--- src/rtl/edo_dram_pkg.sv ---
package edo_dram_pkg;

  typedef enum logic [2:0] {
    ST_OFF   = 3'd0,
    ST_PRE   = 3'd1,
    ST_IDLE  = 3'd2,
    ST_REFC  = 3'd3,
    ST_REFRC = 3'd4,
    ST_ROW   = 3'd5,
    ST_CAS   = 3'd6,
    ST_CPRE  = 3'd7
  } dram_st_e;

  // a programmed zero is stretched to one cycle
  function automatic int unsigned eff_cycles(input int unsigned raw);
    return (raw == 0) ? 32'd1 : raw;
  endfunction

  // worst strobe-to-strobe spacing inside a burst against the limit
  function automatic logic gap_too_long(input int unsigned first_w,
                                        input int unsigned page_w,
                                        input int unsigned pre_w,
                                        input int unsigned limit);
    int unsigned worst;
    worst = (first_w > page_w) ? first_w : page_w;
    return (worst + pre_w) > limit;
  endfunction

  // low column bits for a beat, wrapping inside the aligned group of four
  function automatic logic [1:0] beat_col(input logic [1:0] start, input logic [1:0] beat);
    return start + beat;
  endfunction

endpackage

--- src/rtl/edo_dram_tim_shadow.sv ---
module edo_dram_tim_shadow #(
  parameter int TW      = 4,
  parameter int RW      = 12,
  parameter int MAX_GAP = 8
) (
  input  logic          clk,
  input  logic          rst_n,
  input  logic          track,
  input  logic [TW-1:0] in_rp,
  input  logic [TW-1:0] in_rcd,
  input  logic [TW-1:0] in_cas1,
  input  logic [TW-1:0] in_cp,
  input  logic [TW-1:0] in_casp,
  input  logic [RW-1:0] in_ref,
  output logic [TW-1:0] use_rp,
  output logic [TW-1:0] use_rcd,
  output logic [TW-1:0] use_cas1,
  output logic [TW-1:0] use_cp,
  output logic [TW-1:0] use_casp,
  output logic [RW-1:0] use_ref,
  output logic          gap_err,
  output logic [5*TW+RW-1:0] snap
);
  import edo_dram_pkg::*;

  logic [TW-1:0] sh_rp, sh_rcd, sh_cas1, sh_cp, sh_casp;
  logic [RW-1:0] sh_ref;

  always_ff @(posedge clk or negedge rst_n) begin
    if (!rst_n) begin
      sh_rp   <= '0;
      sh_rcd  <= '0;
      sh_cas1 <= '0;
      sh_cp   <= '0;
      sh_casp <= '0;
      sh_ref  <= '0;
    end else if (track) begin
      sh_rp   <= in_rp;
      sh_rcd  <= in_rcd;
      sh_cas1 <= in_cas1;
      sh_cp   <= in_cp;
      sh_casp <= in_casp;
      sh_ref  <= in_ref;
    end
  end

  // while tracking, loads see the live inputs so the enable edge uses them
  assign use_rp   = track ? in_rp   : sh_rp;
  assign use_rcd  = track ? in_rcd  : sh_rcd;
  assign use_cas1 = track ? in_cas1 : sh_cas1;
  assign use_cp   = track ? in_cp   : sh_cp;
  assign use_casp = track ? in_casp : sh_casp;
  assign use_ref  = track ? in_ref  : sh_ref;

  assign gap_err = gap_too_long(eff_cycles(32'(sh_cas1)), eff_cycles(32'(sh_casp)),
                                eff_cycles(32'(sh_cp)), MAX_GAP);
  assign snap = {sh_rp, sh_rcd, sh_cas1, sh_cp, sh_casp, sh_ref};

endmodule

--- src/rtl/edo_dram_refresh.sv ---
module edo_dram_refresh #(
  parameter int RW   = 12,
  parameter int WARM = 8
) (
  input  logic          clk,
  input  logic          rst_n,
  input  logic          run,
  input  logic [RW-1:0] interval,
  input  logic          take,
  output logic          pend,
  output logic          ready,
  output logic          expire
);
  import edo_dram_pkg::*;

  localparam int WW = $clog2(WARM + 1);

  logic [RW-1:0] tmr_q;
  logic [WW-1:0] warm_q;
  logic [RW-1:0] reload;

  assign reload = RW'(eff_cycles(32'(interval)) - 1);
  assign expire = run && (tmr_q == '0);
  assign ready  = (warm_q == WW'(WARM));

  always_ff @(posedge clk or negedge rst_n) begin
    if (!rst_n) begin
      tmr_q  <= '0;
      pend   <= 1'b0;
      warm_q <= '0;
    end else if (!run) begin
      tmr_q  <= reload;
      pend   <= 1'b0;
      warm_q <= '0;
    end else begin
      tmr_q <= expire ? reload : tmr_q - 1'b1;
      if (expire)    pend <= 1'b1;
      else if (take) pend <= 1'b0;
      if (take && !ready) warm_q <= warm_q + 1'b1;
    end
  end

endmodule

--- src/rtl/edo_dram_addr_mux.sv ---
module edo_dram_addr_mux #(
  parameter int MA_W = 8
) (
  input  logic [MA_W-1:0] row,
  input  logic [MA_W-1:0] col_base,
  input  logic [1:0]      beat,
  input  logic            pick_row,
  output logic [MA_W-1:0] ma
);
  import edo_dram_pkg::*;

  logic [MA_W-1:0] col_now;

  assign col_now = {col_base[MA_W-1:2], beat_col(col_base[1:0], beat)};
  assign ma      = pick_row ? row : col_now;

endmodule

--- src/rtl/edo_dram_ctrl.sv ---
module edo_dram_ctrl #(
  parameter int TW      = 4,
  parameter int RW      = 12,
  parameter int MA_W    = 8,
  parameter int DW      = 16,
  parameter int MAX_GAP = 8,
  parameter int WARM    = 8
) (
  input  logic            clk,
  input  logic            rst_n,
  input  logic            mem_en,
  input  logic [TW-1:0]   cfg_rp,
  input  logic [TW-1:0]   cfg_rcd,
  input  logic [TW-1:0]   cfg_cas1,
  input  logic [TW-1:0]   cfg_cp,
  input  logic [TW-1:0]   cfg_casp,
  input  logic [RW-1:0]   cfg_refint,
  input  logic            req,
  input  logic            req_we,
  input  logic [2*MA_W-1:0] req_addr,
  input  logic [DW-1:0]   req_wdata,
  output logic            ack,
  output logic            ack_last,
  output logic [DW-1:0]   rdata,
  output logic            init_done,
  output logic            cfg_err,
  output logic            ras_n,
  output logic            cas_n,
  output logic            we_n,
  output logic [MA_W-1:0] ma,
  output logic [DW-1:0]   dq_out,
  output logic            dq_oe,
  input  logic [DW-1:0]   dq_in
);
  import edo_dram_pkg::*;

  localparam int CW     = TW + 2;
  localparam int SNAP_W = 5 * TW + RW;

  dram_st_e        st_q, st_d;
  logic [CW-1:0]   cnt_q, cnt_d;
  logic [1:0]      beat_q, beat_d;
  logic [MA_W-1:0] row_q, col_q;
  logic            wr_q;
  logic            ack_q, last_q;
  logic [DW-1:0]   rdata_q;

  // named internal events, observed by the bound checker
  logic            engine_on;
  logic            refresh_start;
  logic            access_start;
  logic            cas_end;
  logic            cnt_done;
  logic [SNAP_W-1:0] tim_snapshot;

  logic [TW-1:0]   u_rp, u_rcd, u_cas1, u_cp, u_casp;
  logic [RW-1:0]   u_ref;
  logic            ref_pend, warm_ok, ref_expire;
  logic [CW-1:0]   ld_rp, ld_rcd, ld_cas1, ld_cp, ld_casp, ld_refrc;

  assign engine_on = (st_q != ST_OFF);
  assign cnt_done  = (cnt_q == '0);

  edo_dram_tim_shadow #(.TW(TW), .RW(RW), .MAX_GAP(MAX_GAP)) u_shadow (
    .clk(clk), .rst_n(rst_n), .track(!engine_on),
    .in_rp(cfg_rp), .in_rcd(cfg_rcd), .in_cas1(cfg_cas1),
    .in_cp(cfg_cp), .in_casp(cfg_casp), .in_ref(cfg_refint),
    .use_rp(u_rp), .use_rcd(u_rcd), .use_cas1(u_cas1),
    .use_cp(u_cp), .use_casp(u_casp), .use_ref(u_ref),
    .gap_err(cfg_err), .snap(tim_snapshot)
  );

  edo_dram_refresh #(.RW(RW), .WARM(WARM)) u_refresh (
    .clk(clk), .rst_n(rst_n), .run(engine_on), .interval(u_ref),
    .take(refresh_start), .pend(ref_pend), .ready(warm_ok), .expire(ref_expire)
  );

  // counter load values: a phase of n cycles loads n-1
  assign ld_rp    = CW'(eff_cycles(32'(u_rp)) - 1);
  assign ld_rcd   = CW'(eff_cycles(32'(u_rcd)) - 1);
  assign ld_cas1  = CW'(eff_cycles(32'(u_cas1)) - 1);
  assign ld_cp    = CW'(eff_cycles(32'(u_cp)) - 1);
  assign ld_casp  = CW'(eff_cycles(32'(u_casp)) - 1);
  assign ld_refrc = CW'(eff_cycles(32'(u_rcd)) + eff_cycles(32'(u_cas1)) - 1);

  assign cas_end = (st_q == ST_CAS) && cnt_done;

  always_comb begin
    st_d          = st_q;
    cnt_d         = cnt_done ? cnt_q : cnt_q - 1'b1;
    beat_d        = beat_q;
    refresh_start = 1'b0;
    access_start  = 1'b0;
    unique case (st_q)
      ST_OFF: begin
        if (mem_en) begin
          st_d  = ST_PRE;
          cnt_d = ld_rp;
        end
      end
      ST_PRE: begin
        if (cnt_done) st_d = ST_IDLE;
      end
      ST_IDLE: begin
        if (!mem_en) begin
          st_d = ST_OFF;
        end else if (ref_pend) begin
          st_d          = ST_REFC;
          cnt_d         = '0;
          refresh_start = 1'b1;
        end else if (warm_ok && req) begin
          st_d         = ST_ROW;
          cnt_d        = ld_rcd;
          beat_d       = 2'd0;
          access_start = 1'b1;
        end
      end
      ST_REFC: begin
        st_d  = ST_REFRC;
        cnt_d = ld_refrc;
      end
      ST_REFRC: begin
        if (cnt_done) begin
          st_d  = ST_PRE;
          cnt_d = ld_rp;
        end
      end
      ST_ROW: begin
        if (cnt_done) begin
          st_d  = ST_CAS;
          cnt_d = ld_cas1;
        end
      end
      ST_CAS: begin
        if (cnt_done) begin
          if (beat_q == 2'd3) begin
            st_d  = ST_PRE;
            cnt_d = ld_rp;
          end else begin
            st_d   = ST_CPRE;
            cnt_d  = ld_cp;
            beat_d = beat_q + 1'b1;
          end
        end
      end
      ST_CPRE: begin
        if (cnt_done) begin
          st_d  = ST_CAS;
          cnt_d = ld_casp;
        end
      end
      default: st_d = ST_OFF;
    endcase
  end

  always_ff @(posedge clk or negedge rst_n) begin
    if (!rst_n) begin
      st_q    <= ST_OFF;
      cnt_q   <= '0;
      beat_q  <= '0;
      row_q   <= '0;
      col_q   <= '0;
      wr_q    <= 1'b0;
      ack_q   <= 1'b0;
      last_q  <= 1'b0;
      rdata_q <= '0;
    end else begin
      st_q   <= st_d;
      cnt_q  <= cnt_d;
      beat_q <= beat_d;
      ack_q  <= cas_end;
      last_q <= cas_end && (beat_q == 2'd3);
      if (access_start) begin
        row_q <= req_addr[2*MA_W-1:MA_W];
        col_q <= req_addr[MA_W-1:0];
        wr_q  <= req_we;
      end
      if (cas_end && !wr_q) rdata_q <= dq_in;
    end
  end

  edo_dram_addr_mux #(.MA_W(MA_W)) u_amux (
    .row(row_q), .col_base(col_q), .beat(beat_q),
    .pick_row(st_q == ST_ROW), .ma(ma)
  );

  assign ras_n     = !((st_q == ST_REFRC) || (st_q == ST_ROW) ||
                       (st_q == ST_CAS)   || (st_q == ST_CPRE));
  assign cas_n     = !((st_q == ST_REFC) || (st_q == ST_REFRC) || (st_q == ST_CAS));
  assign dq_oe     = (st_q == ST_CAS) && wr_q;
  assign we_n      = !dq_oe;
  assign dq_out    = req_wdata;
  assign ack       = ack_q;
  assign ack_last  = last_q;
  assign rdata     = rdata_q;
  assign init_done = warm_ok && engine_on;

endmodule

--- config.mk ---
export PLATFORM = sky130hd
export DESIGN_NAME = edo_dram_ctrl
export DESIGN_NICKNAME = d
export VERILOG_FILES = /design/src/rtl/edo_dram_pkg.sv /design/src/rtl/edo_dram_tim_shadow.sv /design/src/rtl/edo_dram_refresh.sv /design/src/rtl/edo_dram_addr_mux.sv /design/src/rtl/edo_dram_ctrl.sv
export SDC_FILE = /design/constraint.sdc
export NUM_CORES = 1
export LEC_CHECK = 0
export BUFFER_PORTS_ARGS = -buffer_cell sky130_fd_sc_hd__buf_2
export CAP_MARGIN = 30
export CORE_MARGIN = 3
export CORE_UTILIZATION = 35
export DETAILED_ROUTE_END_ITERATION = 12
export PLACE_DENSITY_LB_ADDON = 0.2
export SLEW_MARGIN = 20
export SYNTH_ARGS = -nofsm -noshare
export SYNTH_HDL_FRONTEND = slang
export SYNTH_HIERARCHICAL = 1
export SYNTH_SLANG_ARGS = --single-unit
--- constraint.sdc ---
create_clock -name clk -period 6.9 [get_ports clk]
set_input_delay 0.69 -clock clk [delete_from_list [all_inputs] [get_ports clk]]
set_output_delay 0.69 -clock clk [all_outputs]
set_load 0.005 [all_outputs]
==> flow_metrics.py <==
metrics = {
    "run_status": {
        "result_of_the_run": "completed",
    },
    "floorplanning": {
        "starting_density_of_the_core_pct": 36.0,
        "die-area_sq_um": 18100,
        "floorplan.die.width_um": 135,
        "ios": 133,
        "design.core.area_sq_um": 16100,
        "core.rowCount": 46,
        "die_h_um": 135,
    },
    "detailed_routing": {
        "drc": 0,
        "total_length_of_routed_wires_um": 14100,
        "post_drt_wl_per_cell_um": 16.5,
        "route.detailed.vias_per_inst": 5.17,
        "first_iter_violations": 179,
        "first_pass_iters": 4,
        "via_count": 4417,
        "final_antenna_net_count": 0,
    },
    "layout": {
        "antenna_diode_instance_count": 0,
        "finished_core_util_pct": 41.4,
        "flow.area_growth_from_synthesis_pct": 14.8,
        "multi_input_comb_area_sq_um": 3010,
        "layout.filler_cells": 1598,
        "final_area_sq_um": 6640,
        "drive_gt1_share_pct": 33.2,
        "nNetsFinal": 747,
        "layout.cells.non_filler": 855,
        "sequential_standard_cell_area_sq_um": 2380,
    },
    "clocking": {
        "ctsHoldBuffers": 0,
        "cts_tree": "built",
        "source_to_sink_clock_delay_at_the_later_pin_of_the_worst_skew_pair_ns": 0.35,
        "ctsResizeCount": 0,
        "cts_post_setup_buffers_inserted": 0,
        "h-tree-depth": 3,
        "clock_tree.buffer_depth": 2,
        "clock_tree.root_cell": "clkbuf_16",
        "cts_inserted_buffers": 9,
        "clock_slew_seen_by_the_registers_of_the_worst_setup_and_hold_paths_ns": 0.07,
        "clk_sinks": 95,
    },
    "critical_path": {
        "timing.rr.start": "st_q[2]",
        "critical_path_required_ns": 7.14,
        "timing_worst_setup_path_type": "flip-flop to flip-flop",
        "worstSetupStartpointType": "flip-flop",
        "path_max_fanout": 30,
        "timing.reg2reg.setup_slack_ns": 2.32,
        "reg2reg_to": "cnt_q[3]",
        "critical_path.endpoint_type": "flip-flop",
        "worst-r2r-cell-count": 17,
        "timing.critical_path.arrival_ns": 4.81,
    },
    "timing": {
        "fin_tns_setup_ns": 0,
        "final-setup-viol-count": 0,
        "worstMarginPinSlew_ns": 0.825,
        "clock_period_minus_final_worst_setup_slack_ns": 4.58,
        "final_min_period_over_clock_period_pct": 66.3,
        "timing_max_transition_violations_final": 0,
        "timing.max_slew.rel_slack_pct": 44.8,
        "grt_setup_unrepaired": "false",
        "setup_ws_ns": 2.32,
        "timing.final.hold_violations": 0,
        "maxClockFrequency_mhz": 218,
        "fin_skew_ns": 0.00675,
        "final.hold.worst_slack_ns": 0.269,
    },
    "global_route": {
        "first_global_vias": 4435,
        "grt.total_usage_pct": 16.1,
        "grt_max_degree": 64,
        "antenna_found_initial": 1,
        "overflow": 0,
        "grt_pass1_wl_um": 23200,
    },
    "placed_design": {
        "post-place-cells": 838,
        "placed_area_sq_um": 6330,
        "numPortBuffers": 100,
        "place.detailed.hpwl_um": 10600,
        "pre_cts_slack_ns": 2.35,
        "gpl.final_weighted_congestion": 0.915,
    },
    "yosys": {
        "post_synth_inst_count": 563,
        "synth.yosys.warnings": 6,
        "synthesis.area_per_instance_sq_um": 10.3,
        "post_synth_instance_area_sq_um": 5790,
        "synthesis.nets": 676,
    },
    "run": {
        "cap_violations": 0,
    },
    "pwr": {
        "report.power.total_mw": 3.21,
        "largest_vdd_supply_drop_uv": 186,
        "p_leak_nw": 3.05,
        "power_density_nw_per_um2": 483,
    },
    "hold_path": {
        "min-delay-path-class": "primary input to async pin",
    },
}
[cell type report]
cell class	count	share of cell area (%)
Sequential cell	95	35.8
Inverter	36	2.03
Clock inverter	6	1.05
Clock buffer	10	3.45
Timing Repair Buffer	105	8.25
Multi-Input combinational cell	387	45.4
Tap cell	216	4.07
[where the power goes]
group	switching, mW	internal [mW]
registers	0.134	0.759
logic	1.02	0.791
clock network	0.226	0.283
[how the worst max path moves through the flow]
stage,slack (ns),end,start,cells after the start
3_5_place_dp,2.35,cnt_q[3],st_q[2],17
4_1_cts,2.33,cnt_q[3],st_q[2],17
5_1_grt,1.98,cnt_q[3],st_q[2],17
3_3_place_gp,2.50,cnt_q[3],st_q[2],17
2_1_floorplan,3.12,cnt_q[3],st_q[0],20
6_report,2.32,cnt_q[3],st_q[2],17
[metal layers]
metal | vias to the layer above | GRT usage (%) | routed length (um)
li1 | 2131 | - | -
met1 | 2124 | 22.5 | 6690
met2 | 129 | 25.1 | 6410
met3 | 31 | 4.10 | 785
met4 | 2 | 4.47 | 255
met5 | - | 0 | 13
[worst max-delay path: stages, from the launching register on]
cell and delay, ns:
dfrtp_1 0.58, or3_1 0.60, inv_1 0.31, buf_4 0.40, mux2_2 0.45, nor3_1 0.33, nor2_1 0.12, ha_1 0.19
inv_1 0.05, ha_1 0.16, inv_1 0.06, fa_1 0.40, xor2_1 0.17, nand2_1 0.07, a21oi_1 0.16, o22ai_1 0.12
a221oi_2 0.20, nor2_1 0.08
[cells in the final DEF, fill, tap and decap left out, types with 4 or more instances in the layout]
| cell type | count |
|---|---|
| inv_1 | 35 |
| or3_1 | 5 |
| a211oi_1 | 4 |
| a21oi_1 | 19 |
| nand2_1 | 34 |
| nor3_1 | 20 |
| nor2_1 | 41 |
| nand3_1 | 10 |
| xor2_1 | 15 |
| o21ai_0 | 27 |
| buf_2 | 99 |
| nor4_1 | 4 |
| buf_4 | 5 |
| o31ai_1 | 7 |
| clkbuf_16 | 9 |
| mux2i_1 | 8 |
| a31oi_1 | 8 |
| a22oi_1 | 4 |
| ha_1 | 26 |
| dfrtp_1 | 95 |
| xnor2_1 | 12 |
| mux2_2 | 72 |
[sequential cells by signal, summed over array words and instances, names as in the netlist, 6 cells and up]
register and cells:
u_shadow/sh_ref 12, col_q 8, u_refresh/tmr_q 12, cnt_q 6
row_q 8, rdata 16
Note: power is estimated with default switching activity, not from simulation.
